==> src/rtl/sdram_mux_seq.sv <==
module sdram_mux_seq #(
  parameter int DW        = 32,
  parameter int COL_BITS  = 8,
  parameter int BANK_BITS = 2,
  parameter int BURST     = 4,
  parameter int TW        = 4,
  parameter int RAS_MIN   = 10
) (
  input  logic                  clk,
  input  logic                  rst_n,
  input  logic [TW-1:0]         t_rp,
  input  logic [TW-1:0]         t_rcd,
  input  logic [TW-1:0]         t_cl,
  input  logic [TW-1:0]         t_wr,
  input  logic [TW-1:0]         t_rfc,
  input  logic                  buf_cmd,
  input  logic                  req_valid,
  input  logic                  req_write,
  input  logic [DW-1:0]         req_addr,
  input  logic [BURST*DW-1:0]   req_wdata,
  output logic                  req_ready,
  output logic [DW-1:0]         rd_data,
  output logic                  rd_valid,
  output logic                  done,
  input  logic                  ref_req,
  output logic                  ras_n,
  output logic                  cas_n,
  output logic                  we_n,
  output logic                  a10,
  output logic                  addr_strobe,
  output logic [4:0]            burst_addr,
  output logic [DW-1:0]         bus_out,
  output logic                  bus_oe,
  input  logic [DW-1:0]         bus_in
);

  localparam int A10_POS = COL_BITS + BANK_BITS + 10;
  localparam int BTW     = (BURST > 1) ? $clog2(BURST) : 1;
  localparam int RCW     = $clog2(RAS_MIN + 1);
  localparam logic [BTW-1:0] LAST_BEAT = BTW'(BURST - 1);

  localparam logic [2:0] C_NOP = 3'b111;
  localparam logic [2:0] C_ACT = 3'b011;
  localparam logic [2:0] C_RD  = 3'b101;
  localparam logic [2:0] C_WR  = 3'b100;
  localparam logic [2:0] C_PRE = 3'b010;
  localparam logic [2:0] C_REF = 3'b001;

  typedef enum logic [3:0] {
    S_IDLE, S_LATCH, S_ACT, S_RD, S_WR, S_WDATA, S_RDATA, S_WAIT, S_PRE, S_REF
  } state_t;

  state_t          state, state_d, tgt, tgt_d, dest;
  logic [TW-1:0]   cnt, cnt_d, gap;
  logic            launch;
  logic            second, ref_pend, we_q;
  logic [RCW-1:0]  ras_cnt;
  logic [BTW-1:0]  beat;
  logic [DW-1:0]   addr_q;
  logic [BURST*DW-1:0] wbuf;
  logic [2:0]      cmd;

  function automatic logic [TW-1:0] eff(input logic [TW-1:0] n);
    return (n == '0) ? TW'(1) : n;
  endfunction

  wire is_cmd_state = state inside {S_LATCH, S_ACT, S_RD, S_WR, S_PRE, S_REF};
  wire pre_go       = (ras_cnt == '0);
  wire go           = (state != S_PRE) || pre_go;
  wire phase_end    = is_cmd_state && go && (!buf_cmd || second);
  wire last_beat    = (beat == LAST_BEAT);
  wire take_ref     = (state == S_IDLE) && (ref_pend || ref_req);
  wire wr_beat      = (state == S_WR) || (state == S_WDATA);

  assign req_ready = (state == S_IDLE) && !ref_pend && !ref_req;

  always_comb begin
    launch  = 1'b0;
    gap     = TW'(1);
    dest    = S_IDLE;
    state_d = state;
    tgt_d   = tgt;
    cnt_d   = cnt;
    case (state)
      S_IDLE:  if (take_ref) state_d = S_REF;
               else if (req_valid) state_d = S_LATCH;
      S_LATCH: if (phase_end) state_d = S_ACT;
      S_ACT:   if (phase_end) begin
                 launch = 1'b1; gap = eff(t_rcd); dest = we_q ? S_WR : S_RD;
               end
      S_RD:    if (phase_end) begin
                 launch = 1'b1; gap = eff(t_cl); dest = S_RDATA;
               end
      S_WR:    if (phase_end) begin
                 if (BURST == 1) begin
                   launch = 1'b1; gap = eff(t_wr); dest = S_PRE;
                 end else begin
                   state_d = S_WDATA;
                 end
               end
      S_WDATA: if (last_beat) begin
                 launch = 1'b1; gap = eff(t_wr); dest = S_PRE;
               end
      S_RDATA: if (last_beat) state_d = S_PRE;
      S_WAIT:  if (cnt == '0) state_d = tgt;
               else cnt_d = cnt - TW'(1);
      S_PRE:   if (phase_end) begin
                 launch = 1'b1; gap = eff(t_rp); dest = S_IDLE;
               end
      S_REF:   if (phase_end) begin
                 launch = 1'b1; gap = eff(t_rfc); dest = S_IDLE;
               end
      default: state_d = S_IDLE;
    endcase
    if (launch) begin
      if (gap == TW'(1)) begin
        state_d = dest;
      end else begin
        state_d = S_WAIT;
        tgt_d   = dest;
        cnt_d   = gap - TW'(2);
      end
    end
  end

  always_ff @(posedge clk or negedge rst_n) begin
    if (!rst_n) begin
      state    <= S_IDLE;
      tgt      <= S_IDLE;
      cnt      <= '0;
      second   <= 1'b0;
      ref_pend <= 1'b0;
      we_q     <= 1'b0;
      addr_q   <= '0;
      wbuf     <= '0;
      ras_cnt  <= '0;
      beat     <= '0;
      rd_data  <= '0;
      rd_valid <= 1'b0;
      done     <= 1'b0;
    end else begin
      state    <= state_d;
      tgt      <= tgt_d;
      cnt      <= cnt_d;
      second   <= is_cmd_state && go && buf_cmd && !second;
      ref_pend <= take_ref ? 1'b0 : (ref_pend || ref_req);
      if (req_valid && req_ready) begin
        addr_q <= req_addr;
        we_q   <= req_write;
        wbuf   <= req_wdata;
      end
      if (state == S_ACT && phase_end)
        ras_cnt <= RCW'(RAS_MIN - 1);
      else if (ras_cnt != '0)
        ras_cnt <= ras_cnt - RCW'(1);
      if (req_valid && req_ready)
        beat <= '0;
      else if ((state == S_WR && phase_end) || state == S_WDATA || state == S_RDATA)
        beat <= last_beat ? '0 : beat + BTW'(1);
      rd_valid <= (state == S_RDATA);
      if (state == S_RDATA) rd_data <= bus_in;
      done <= ((state == S_WDATA || state == S_RDATA) && last_beat) ||
              (BURST == 1 && state == S_WR && phase_end);
    end
  end

  always_comb begin
    cmd = C_NOP;
    a10 = 1'b0;
    case (state)
      S_ACT: begin cmd = C_ACT; a10 = addr_q[A10_POS]; end
      S_RD:  cmd = C_RD;
      S_WR:  cmd = C_WR;
      S_PRE: if (pre_go) begin cmd = C_PRE; a10 = 1'b1; end
      S_REF: cmd = C_REF;
      default: ;
    endcase
  end

  assign {ras_n, cas_n, we_n} = cmd;
  assign addr_strobe = (state == S_LATCH);
  assign bus_oe      = addr_strobe || wr_beat;
  assign bus_out     = addr_strobe ? addr_q : (wr_beat ? wbuf[beat*DW +: DW] : '0);
  assign burst_addr  = addr_q[4:0] + 5'(beat);

endmodule

==> config.mk <==
export PLATFORM = sky130hd
export DESIGN_NAME = sdram_mux_seq
export DESIGN_NICKNAME = d
export VERILOG_FILES = /design/src/rtl/sdram_mux_seq.sv
export SDC_FILE = /design/constraint.sdc
export NUM_CORES = 1
export LEC_CHECK = 0
export ABC_AREA = 1
export CORE_MARGIN = 2
export CORE_UTILIZATION = 64
export CTS_CLUSTER_DIAMETER = 80
export DETAILED_ROUTE_END_ITERATION = 12
export DONT_BUFFER_PORTS = 1
export PLACE_DENSITY = 0.86
export RECOVER_POWER = 100
export SLEW_MARGIN = 20
export SYNTH_ARGS = -nofsm -noshare
export SYNTH_HDL_FRONTEND = slang
export SYNTH_SLANG_ARGS = --single-unit
==> constraint.sdc <==
create_clock -name clk -period 3.1 [get_ports clk]
set_input_delay 0.93 -clock clk [delete_from_list [all_inputs] [get_ports clk]]
set_output_delay 0.93 -clock clk [all_outputs]
set_load 0.1 [all_outputs]
# Yosys cells after proc, flatten, opt, wreduce, memory -nomap -nowiden
# Index checks and enable logic that the tools add are counted.
[op_classes]
n_addsub = 5
n_eq_ne = 18
n_shift = 1
mux = 44
n_bitwise = 1
n_reduce_logical = 39
[op_table]
columns = ["operator", "count"]
rows = [
  ["$shiftx 128x8->32", 1],
  ["$mux 4", 25],
  ["$mux 32", 2],
  ["$logic_not 4->1", 8],
  ["$pmux 4 s6", 1],
  ["$pmux 4 s5", 1],
  ["$eq 4x3->1 const B", 4],
  ["$pmux 3 s5", 1],
  ["$mux 3", 4],
  ["$pmux 4 s3", 1],
  ["$logic_and 1x1->1", 11],
  ["$ne 3x3->1 const B", 3],
  ["$eq 4x1->1 const B", 2],
  ["$eq 4x2->1 const B", 2],
  ["$eq 4x4->1 const B", 2],
  ["$logic_or 1x1->1", 8],
  ["$ne 4x4->1 const B", 2],
  ["$sub 4x1->4 const B", 2],
  ["$mux 2", 3],
  ["$reduce_and 6->1", 1],
  ["$reduce_bool 6->1", 1],
  ["$add 5x2->5", 1],
  ["$reduce_or 5->1", 1],
  ["$logic_not 1->1", 4],
  ["other kinds (12)", 17],
]
[totals]
reg_bits = 215
in_bits = 218
out_inout_bits = 78
wordCells = 121

# Longest topological paths before layout
# Gate-level depths: netlist (run 1).
[depth]
depth_word = 9
depth_mapped = 16
depth_no_buf = 14

# Worst setup path after synthesis (run 1)
# Ideal clock, no wire load.
[synth_path]
kind = "input port to flip-flop"
from = "input ref_req"
to = "register wbuf[44]"
setup_time_ps = 66
arrival_time_ps = 4413
required_time_ps = 3034
setup_slack_ps = -1379
stages = 7
path_buffers = 2
cell_sequence = "nor3_1 nand2_1 inv_2 buf_2 buf_4 nand2_1 nand2_1"
[synth_between]
elab_chain_len = 3
[synth_lines]
columns = ["element", "line_no", "source"]
rows = [
  ["start, declared", "25", "input logic ref_req,"],
  ["$logic_not 1->1", "75", "assign req_ready = (state == S_IDLE) && !ref_pend && !ref_req;"],
  ["$logic_and 1x1->1", "75", ""],
  ["$logic_and 1x1->1", "147", "if (req_valid && req_ready) begin"],
  ["end signal, assigned", "150", "wbuf <= req_wdata;"],
  ["end, declared", "60", "logic [BURST*DW-1:0] wbuf;"],
]
# No other way between the ends.
# A chain may end at the register's enable or synchronous reset.

# Worst setup path after layout (run 1)
[layout_path]
from = "register beat[0]"
to = "output bus_out[31]"
[layout_between]
elab_chain_len = 3
[layout_lines]
columns = ["element", "line_no", "source"]
rows = [
  ["start, declared", "58", "logic [BTW-1:0] beat;"],
  ["start signal, assigned", "159", "beat <= last_beat ? '0 : beat + BTW'(1);"],
  ["$shiftx 128x8->32", "183", "assign bus_out = addr_strobe ? addr_q : (wr_beat ? wbuf[beat*DW +: DW] : '0);"],
  ["$mux 32 (2 in a row)", "183", ""],
  ["end, declared", "32", "output logic [DW-1:0] bus_out,"],
]
# No other way between the ends.

==> results of run 1 <==
## area by class of cell
type | count | area share, %
clock buffers | 34 | 5.65
repair buffers | 77 | 8.37
clock inverters | 8 | 0.906
inverters | 81 | 2.56
multi-input cells | 937 | 36.0
flip-flops and latches | 215 | 44.3
well taps | 216 | 2.22
## flip-flops by register name (all words and copies together) (netlist names), 2 cells and up
name	cells
ras_cnt	4
state	4
tgt	4
rd_data	32
cnt	4
wbuf	128
addr_q	32
beat	2
## power by group
part | leakage [nW] | switching, mW | total [mW] | internal (mW)
logic | 3.31 | 4.76 | 7.10 | 2.34
clock network | 0.389 | 1.13 | 2.84 | 1.71
registers | 2.69 | 2.25 | 6.09 | 3.84
total | 6.39 | 8.14 | 16.0 | 7.89
## layer usage
layer / up-vias / part of all wire (%) / global-route usage, %
met4: 2 / 3.2 / 10.2
met3: 78 / 9.0 / 7.61
li1: 4197 / - / -
met1: 4427 / 39 / 42.9
met2: 466 / 49 / 52.9
met5: - / 0.068 / 0
## layout by cell type (no fill, tap or decap), types with 4 or more instances in the layout
| cell type | netlist | routed |
|---|---|---|
| sky130_fd_sc_hd__buf_12 | 0 | 25 |
| sky130_fd_sc_hd__o21ai_1 | 5 | 15 |
| sky130_fd_sc_hd__clkinvlp_4 | 0 | 4 |
| sky130_fd_sc_hd__buf_6 | 2 | 16 |
| sky130_fd_sc_hd__nand3_2 | 3 | 4 |
| sky130_fd_sc_hd__nor3_1 | 8 | 6 |
| sky130_fd_sc_hd__nand2_2 | 3 | 5 |
| sky130_fd_sc_hd__nand4_1 | 14 | 14 |
| sky130_fd_sc_hd__xor2_1 | 6 | 4 |
| sky130_fd_sc_hd__inv_2 | 10 | 9 |
| sky130_fd_sc_hd__inv_1 | 69 | 69 |
| sky130_fd_sc_hd__clkbuf_1 | 47 | 7 |
| sky130_fd_sc_hd__dfrtp_1 | 215 | 212 |
| sky130_fd_sc_hd__o21ai_2 | 1 | 7 |
| sky130_fd_sc_hd__a21oi_1 | 36 | 33 |
| sky130_fd_sc_hd__a32o_1 | 28 | 4 |
| sky130_fd_sc_hd__nor2_1 | 30 | 30 |
| sky130_fd_sc_hd__o21ai_0 | 85 | 69 |
| sky130_fd_sc_hd__nand2_1 | 637 | 634 |
| sky130_fd_sc_hd__a32o_2 | 0 | 24 |
| sky130_fd_sc_hd__ha_1 | 6 | 5 |
| sky130_fd_sc_hd__nand3_1 | 55 | 55 |
| sky130_fd_sc_hd__clkbuf_16 | 0 | 24 |
| sky130_fd_sc_hd__clkbuf_2 | 0 | 5 |
| sky130_fd_sc_hd__buf_4 | 3 | 21 |
| sky130_fd_sc_hd__clkbuf_8 | 0 | 7 |
## cell usage after synthesis, drive strengths merged
master  count
nand2     642
dfrtp     215
o21ai      91
inv        79
nand3      60
clkbuf     47
a21oi      36
nor2       36
a32o       28
buf        25
nand4      14
nor3        8
ha          6
xor2        6
clkinv      2
nor4        2
a31oi       1
fa          1
o211ai      1
o21a        1
o21bai      1
o22ai       1
o31ai       1
xnor2       1
## path summary, 6_finish.rpt
kind / start / end / slack, ns / cells past startpoint
max in group asynchronous: rst_n / wbuf[23] / 2.73 / 0
worst min-delay path: rst_n / rd_data[3] / 0.11 / 0
min in group clk: wbuf[105] / wbuf[105] / 0.48 / 2
worst max-delay path: beat[0] / bus_out[31] / -0.003 / 6
worst max register to register: state[1] / wbuf[40] / 0.19 / 8
worst min register to register: wbuf[105] / wbuf[105] / 0.48 / 2
## through the flow
stage / hold WS (ns) / power [mW] / std cells / setup slack [ns]
6_report: 0.106 / 16.0 / 1568 / -0.00332
3_3_place_gp: 0.462 / 12.6 / 1516 / 0.409
3_5_place_dp: 0.465 / 12.8 / 1516 / 0.348
2_1_floorplan: 0.449 / 10.9 / 1305 / -0.0481
4_1_cts: 0.0886 / 15.9 / 1562 / -0.0708
5_1_grt: 0.0910 / 16.8 / 1568 / -0.0743
## worst register-to-register path: stages (launching register included)
cell and delay, ns:
sky130_fd_sc_hd__dfrtp_2 0.48, sky130_fd_sc_hd__nor2_1 0.29, sky130_fd_sc_hd__nand2_1 0.20, sky130_fd_sc_hd__nor3_4 0.21, sky130_fd_sc_hd__nand2_4 0.15, sky130_fd_sc_hd__clkinvlp_4 0.74, sky130_fd_sc_hd__clkbuf_4 0.54, sky130_fd_sc_hd__nand2_1 0.13
sky130_fd_sc_hd__nand2_1 0.11
## kinds of logic (layout without fill, tap and decap cells)
logic type	count (synthesis)	count (layout)	synth area share [%]
and+or+nand+nor	762	762	30.4
DFF	215	215	52.6
AOI/OAI and AO/OA	161	161	9.41
buffers and inverters	153	200	6.08
adders and majority gates	7	7	0.930
xor gates and xnor gates	7	7	0.600
## timing repair
action,in CTS,in global routing
pin swaps,4,4
buffers inserted,3,5
cloned,1,1
setup endpoints to repair,33,33
gates resized for setup,23,34
==> impl_metrics.toml, run 1 <==
[final_layout]
final_design_area_no_fill_sq_mm = 0.0122
area.growth.synth_to_final_pct = 18.9
seqCellArea_sq_mm = 0.00539
multi_input_comb_area_sq_mm = 0.00437
fillerInstances = 1100
n_antenna_cell = 0
layout.core_utilization_pct = 77.1
drive_gt1_share_pct = 13.8
num-nets-final = 1560

[sta]
grt_setup_unrepaired = "yes"
hold_viol_final = 0
timing.final.crit_period_ns = 3.10
layout_worst_path_cycle_share_pct = 100
setup_viol = 1
worst-slew-pin-transition_ns = 1.52
final_critical_path_setup_slack_ns = -0.00332
maxSlewHeadroom_pct = -1.16
max_freq_mhz = 322
fin_worst_skew_ns = 0.0207
maxSlewViolCount = 36
setup_tns_ns = -0.00332

[clocking]
clock_sinks = 215
worst_skew_pair_latency_ns = 0.53
cts_buffers = 23
cts_hold_buffers = 0
clk_path_buf_depth = 3
clk_transition_reported_paths_ns = 0.06
htreeDepth = 1
tritoncts_clock_tree = "yes"
cts_root_buffer = "sky130_fd_sc_hd__clkbuf_16"

[drt]
detail_route.iter0.violations = 924
ant_nets = 0
drt_pass1_iterations = 6
routed_wire_length_per_instance_microns = 17.9
via_per_inst = 5.85
drc_errors = 0
via_count = 9170
drt_wl_total_microns = 28100

[placed_design]
place_congestion = 0.898
dp.final_hpwl_microns = 18200
placedInstanceArea_sq_mm = 0.0112
port_buffers = 0

[floorplan]
num_io_pins = 296
fp.dieW_microns = 130
die_area_sq_mm = 0.0170
die_height_microns = 130
floorplan.core_area_sq_mm = 0.0158
rows = 46
start_util_pct = 64.8

[power_and_ir_drop]
ir_worst_vdd_mv = 1.21
cellPowerDensity_mw_per_mm2 = 1320
leakagePower_nw = 6.39

[critical_path]
cp_top_family = "buffers and inverters"
critPathMaxStageDelay_ns = 0.52
critPathBufInv = 3
critical_path.slowest_cell = "sky130_fd_sc_hd__dfrtp_4"
timing.critical_path.from_type = "flop"
crit_path_cell_trace = "buf_4 > bufbuf_16 > a21oi_1 > o21ai_0 > a32o_1 > buf_12"
critPathRequiredTime_ns = 2.17
critPathMaxFanout = 34
crit_type = "flop to primary output"
cp.arrival_ns = 2.17
critical_path.endpoint_type = "primary output"

[yosys]
yosys_warnings = 0
post_synth_num_cell_types = 36
syn_inst = 1305
ys_top_cells_by_area = "sky130_fd_sc_hd__dfrtp_1 (53%), sky130_fd_sc_hd__nand2_1 (23%), sky130_fd_sc_hd__o21ai_0 (4.2%), sky130_fd_sc_hd__a32o_1 (2.7%), sky130_fd_sc_hd__nand3_1 (2.7%)"
synthesis.area_sq_mm = 0.0102
ys_ff_latch = 215
synthesis.area_per_instance_sq_um = 7.84
mappedNetlistNets = 1530
synth_top_area_cell = "sky130_fd_sc_hd__dfrtp_1"
synth.top_cell.area_share_pct = 52.6
synth.yosys.seq_area_share_pct = 52.6

[run]
cap_violations = 1

[global_route]
grt_pass1_wl_microns = 43000
globalRouteTotalUtil_pct = 32.1
grt_antenna_before_repair = 1
via_count_of_the_first_global_routing_pass = 8558
grt-ovfl-total = 0
pin_count_of_the_biggest_net_entering_global_routing = 216

[min_path]
holdCritPathClass = "input pin to asynchronous set/reset pin"

[run_status]
violated_checks = "max-capacitance violations, max-slew violations, negative setup slack"
status = "complete, but fails checks"
Note: power is estimated with default switching activity, not from simulation.
==> run 2: changes to the inputs <==
--- a/config.mk
+++ b/config.mk
@@ -11,6 +11,7 @@
 export CTS_CLUSTER_DIAMETER = 80
 export DETAILED_ROUTE_END_ITERATION = 12
 export DONT_BUFFER_PORTS = 1
+export MAX_ROUTING_LAYER = met4
 export PLACE_DENSITY = 0.86
 export RECOVER_POWER = 100
 export SLEW_MARGIN = 20
==> impl_metrics.toml, run 2 (synthesis results as in run 1) <==
[final_layout]
layout_top_registers = "wbuf: 128 flops, addr_q: 32 flops, rd_data: 32 flops"
layout_commonest_cell = "sky130_fd_sc_hd__nand2_1"
register_containing_the_most_flip_flops_in_the_final_layout = "wbuf"
num-nets-final = 1550
drive_gt1_share_pct = 12.3
largest_register_ffs = 128
layout.cells.most_common_list = "sky130_fd_sc_hd__nand2_1 (635), sky130_fd_sc_hd__dfrtp_1 (213), sky130_fd_sc_hd__o21ai_0 (78), sky130_fd_sc_hd__inv_1 (70), sky130_fd_sc_hd__nand3_1 (54)"
final_cell_count_no_fill = 1560
area.growth.synth_to_final_pct = 17.6

[global_route]
grt_pass1_wl_microns = 43500
grt_use_met2_pct = 52.3
grt_busiest_layer = "met2"
via_count_of_the_first_global_routing_pass = 8711
pin_count_of_the_biggest_net_entering_global_routing = 216
groute.layer.met3.usage_pct = 6.43
met1_usage_pct = 44.1
grt_antenna_before_repair = 2
globalRouteTotalUtil_pct = 33.5
grt-ovfl-total = 0

[power_and_ir_drop]
share_seq_of_total_power_pct = 38.6
switching_power_mw = 8.07
ir_worst_vdd_mv = 1.24
internal_power_mw = 7.71
netSwitchingFraction_pct = 51.1
cellPowerDensity_mw_per_mm2 = 1310
p_clk_share_pct = 18.3
leakagePower_nw = 6.30
combinational_cell_fraction_of_total_power_pct = 43.1

[critical_path]
crit_type = "flop to primary output"
critPathRequiredTime_ns = 2.17
critPathMaxStageDelay_ns = 0.48
cp.arrival_ns = 2.17
critical_path.endpoint_type = "primary output"
crit_path_cell_trace = "ha_4 > inv_2 > fa_2 > nor3_4 > xor2_4 > buf_12"
timing.critical_path.from_type = "flop"
cp_top_family = "adder cells"
critPathBufInv = 2
critical_path.slowest_cell = "sky130_fd_sc_hd__dfrtp_4"
critPathMaxFanout = 5

[floorplan]
die_height_microns = 130
floorplan.core_area_sq_mm = 0.0158
fp.dieW_microns = 130
rows = 46
num_io_pins = 296
die_area_sq_mm = 0.0170
start_util_pct = 64.8

[sta]
fin_worst_skew_ns = 0.0127
maxSlewHeadroom_pct = -0.766
timing.final.crit_period_ns = 3.10
timing.hold.ws_ns = 0.102
grt_setup_unrepaired = "yes"
layout_worst_path_cycle_share_pct = 99.9
hold_viol_final = 0
max_freq_mhz = 323
setup_viol = 0
worst-slew-pin-transition_ns = 1.51
maxSlewViolCount = 36

[clocking]
clk_transition_reported_paths_ns = 0.06
cts_root_buffer = "sky130_fd_sc_hd__clkbuf_16"
htreeDepth = 1
clock_sinks = 215
clk_path_buf_depth = 3
cts_buffers = 23
cts_hold_buffers = 0
worst_skew_pair_latency_ns = 0.53
tritoncts_clock_tree = "yes"

[drt]
routed_wire_length_per_instance_microns = 17.9
drt_pass1_iterations = 5
drc_errors = 0
via_count = 9059
detail_route.iter0.violations = 824
via_per_inst = 5.81
ant_nets = 0
drt_wl_total_microns = 27900

[placed_design]
dp.final_hpwl_microns = 18000
port_buffers = 0
place_inst = 1511
place_congestion = 0.914

[min_path]
holdCritPathClass = "input pin to asynchronous set/reset pin"

[run_status]
violated_checks = "max-capacitance violations, max-slew violations"
status = "complete, but fails checks"

[run]
cap_violations = 1
[run 2: repair_timing]
item	in CTS	in global routing
setup endpoints to repair	31	35
buffers inserted	3	1
resized for setup	21	22
cloned	1	1
pin swaps	4	5
[run 2: worst register-to-register path, stage by stage, from the launching register on]
cell and delay, ns:
sky130_fd_sc_hd__dfrtp_1 0.46, sky130_fd_sc_hd__inv_1 0.15, sky130_fd_sc_hd__nor2_1 0.05, sky130_fd_sc_hd__nand2_1 0.31, sky130_fd_sc_hd__nand2_1 0.13, sky130_fd_sc_hd__o21a_1 0.30, sky130_fd_sc_hd__nand3_2 0.09, sky130_fd_sc_hd__nand2_1 0.07
sky130_fd_sc_hd__clkinv_1 0.05, sky130_fd_sc_hd__nand3_1 0.10, sky130_fd_sc_hd__nor2_1 0.36, sky130_fd_sc_hd__nand2_1 0.36, sky130_fd_sc_hd__o21ai_0 0.29, sky130_fd_sc_hd__inv_1 0.07
[run 2: metrics by stage]
stage                     area (sq um)  TNS (ns)  total power [mW]  utilization [%]  setup WS [ns]
after detailed placement         11100         0              12.8             70.7          0.374
after floorplan                  10300    -0.257              10.9                -        -0.0481
after global placement           11100         0              12.6             70.7          0.409
after global routing             12000    -0.814              16.6             76.3        -0.0576
final                            12000         0              15.8             76.3        0.00292
after CTS                        12100   -0.0690              15.9             76.6        -0.0690
[run 2: final cells by class]
cell class	instances	area, sq um
Antenna cell	2	5.00
Clock buffer	34	707
Clock inverter	8	108
Fill cell	1110	3740
Inverter	81	309
Multi-Input combinational cell	937	4340
Sequential cell	215	5390
Tap cell	216	270
Timing Repair Buffer	67	900
[run 2: routing by layer]
| metal | part of all wire, % | routed length [microns] |
|---|---|---|
| met1 | 40 | 11200 |
| met2 | 47 | 13100 |
| met3 | 9.0 | 2520 |
| met4 | 4.1 | 1140 |
| met5 | 0 | 0 |
[run 2: final timing paths]
| check | start | to | slack (ns) | cells past startpoint |
|---|---|---|---|---|
| worst max register to register | state[0] | state[2] | 0.20 | 13 |
| max in group asynchronous | rst_n | addr_q[0] | 2.70 | 0 |
| min in group clk | addr_q[7] | addr_q[7] | 0.48 | 2 |
| worst min-delay path | rst_n | rd_data[28] | 0.10 | 0 |
| worst max-delay path | beat[0] | burst_addr[4] | 0.003 | 6 |
| worst min register to register | addr_q[7] | addr_q[7] | 0.48 | 2 |
[run 2: power groups by stage]
stage          clock network [mW]  logic (mW)  registers [mW]
2_1_floorplan                   0        5.04            5.87
3_5_place_dp                    0        6.67            6.09
5_1_grt                      3.04        7.35            6.19
4_1_cts                      2.92        6.88            6.07
6_report                     2.89        6.80            6.09
3_3_place_gp                    0        6.51            6.05
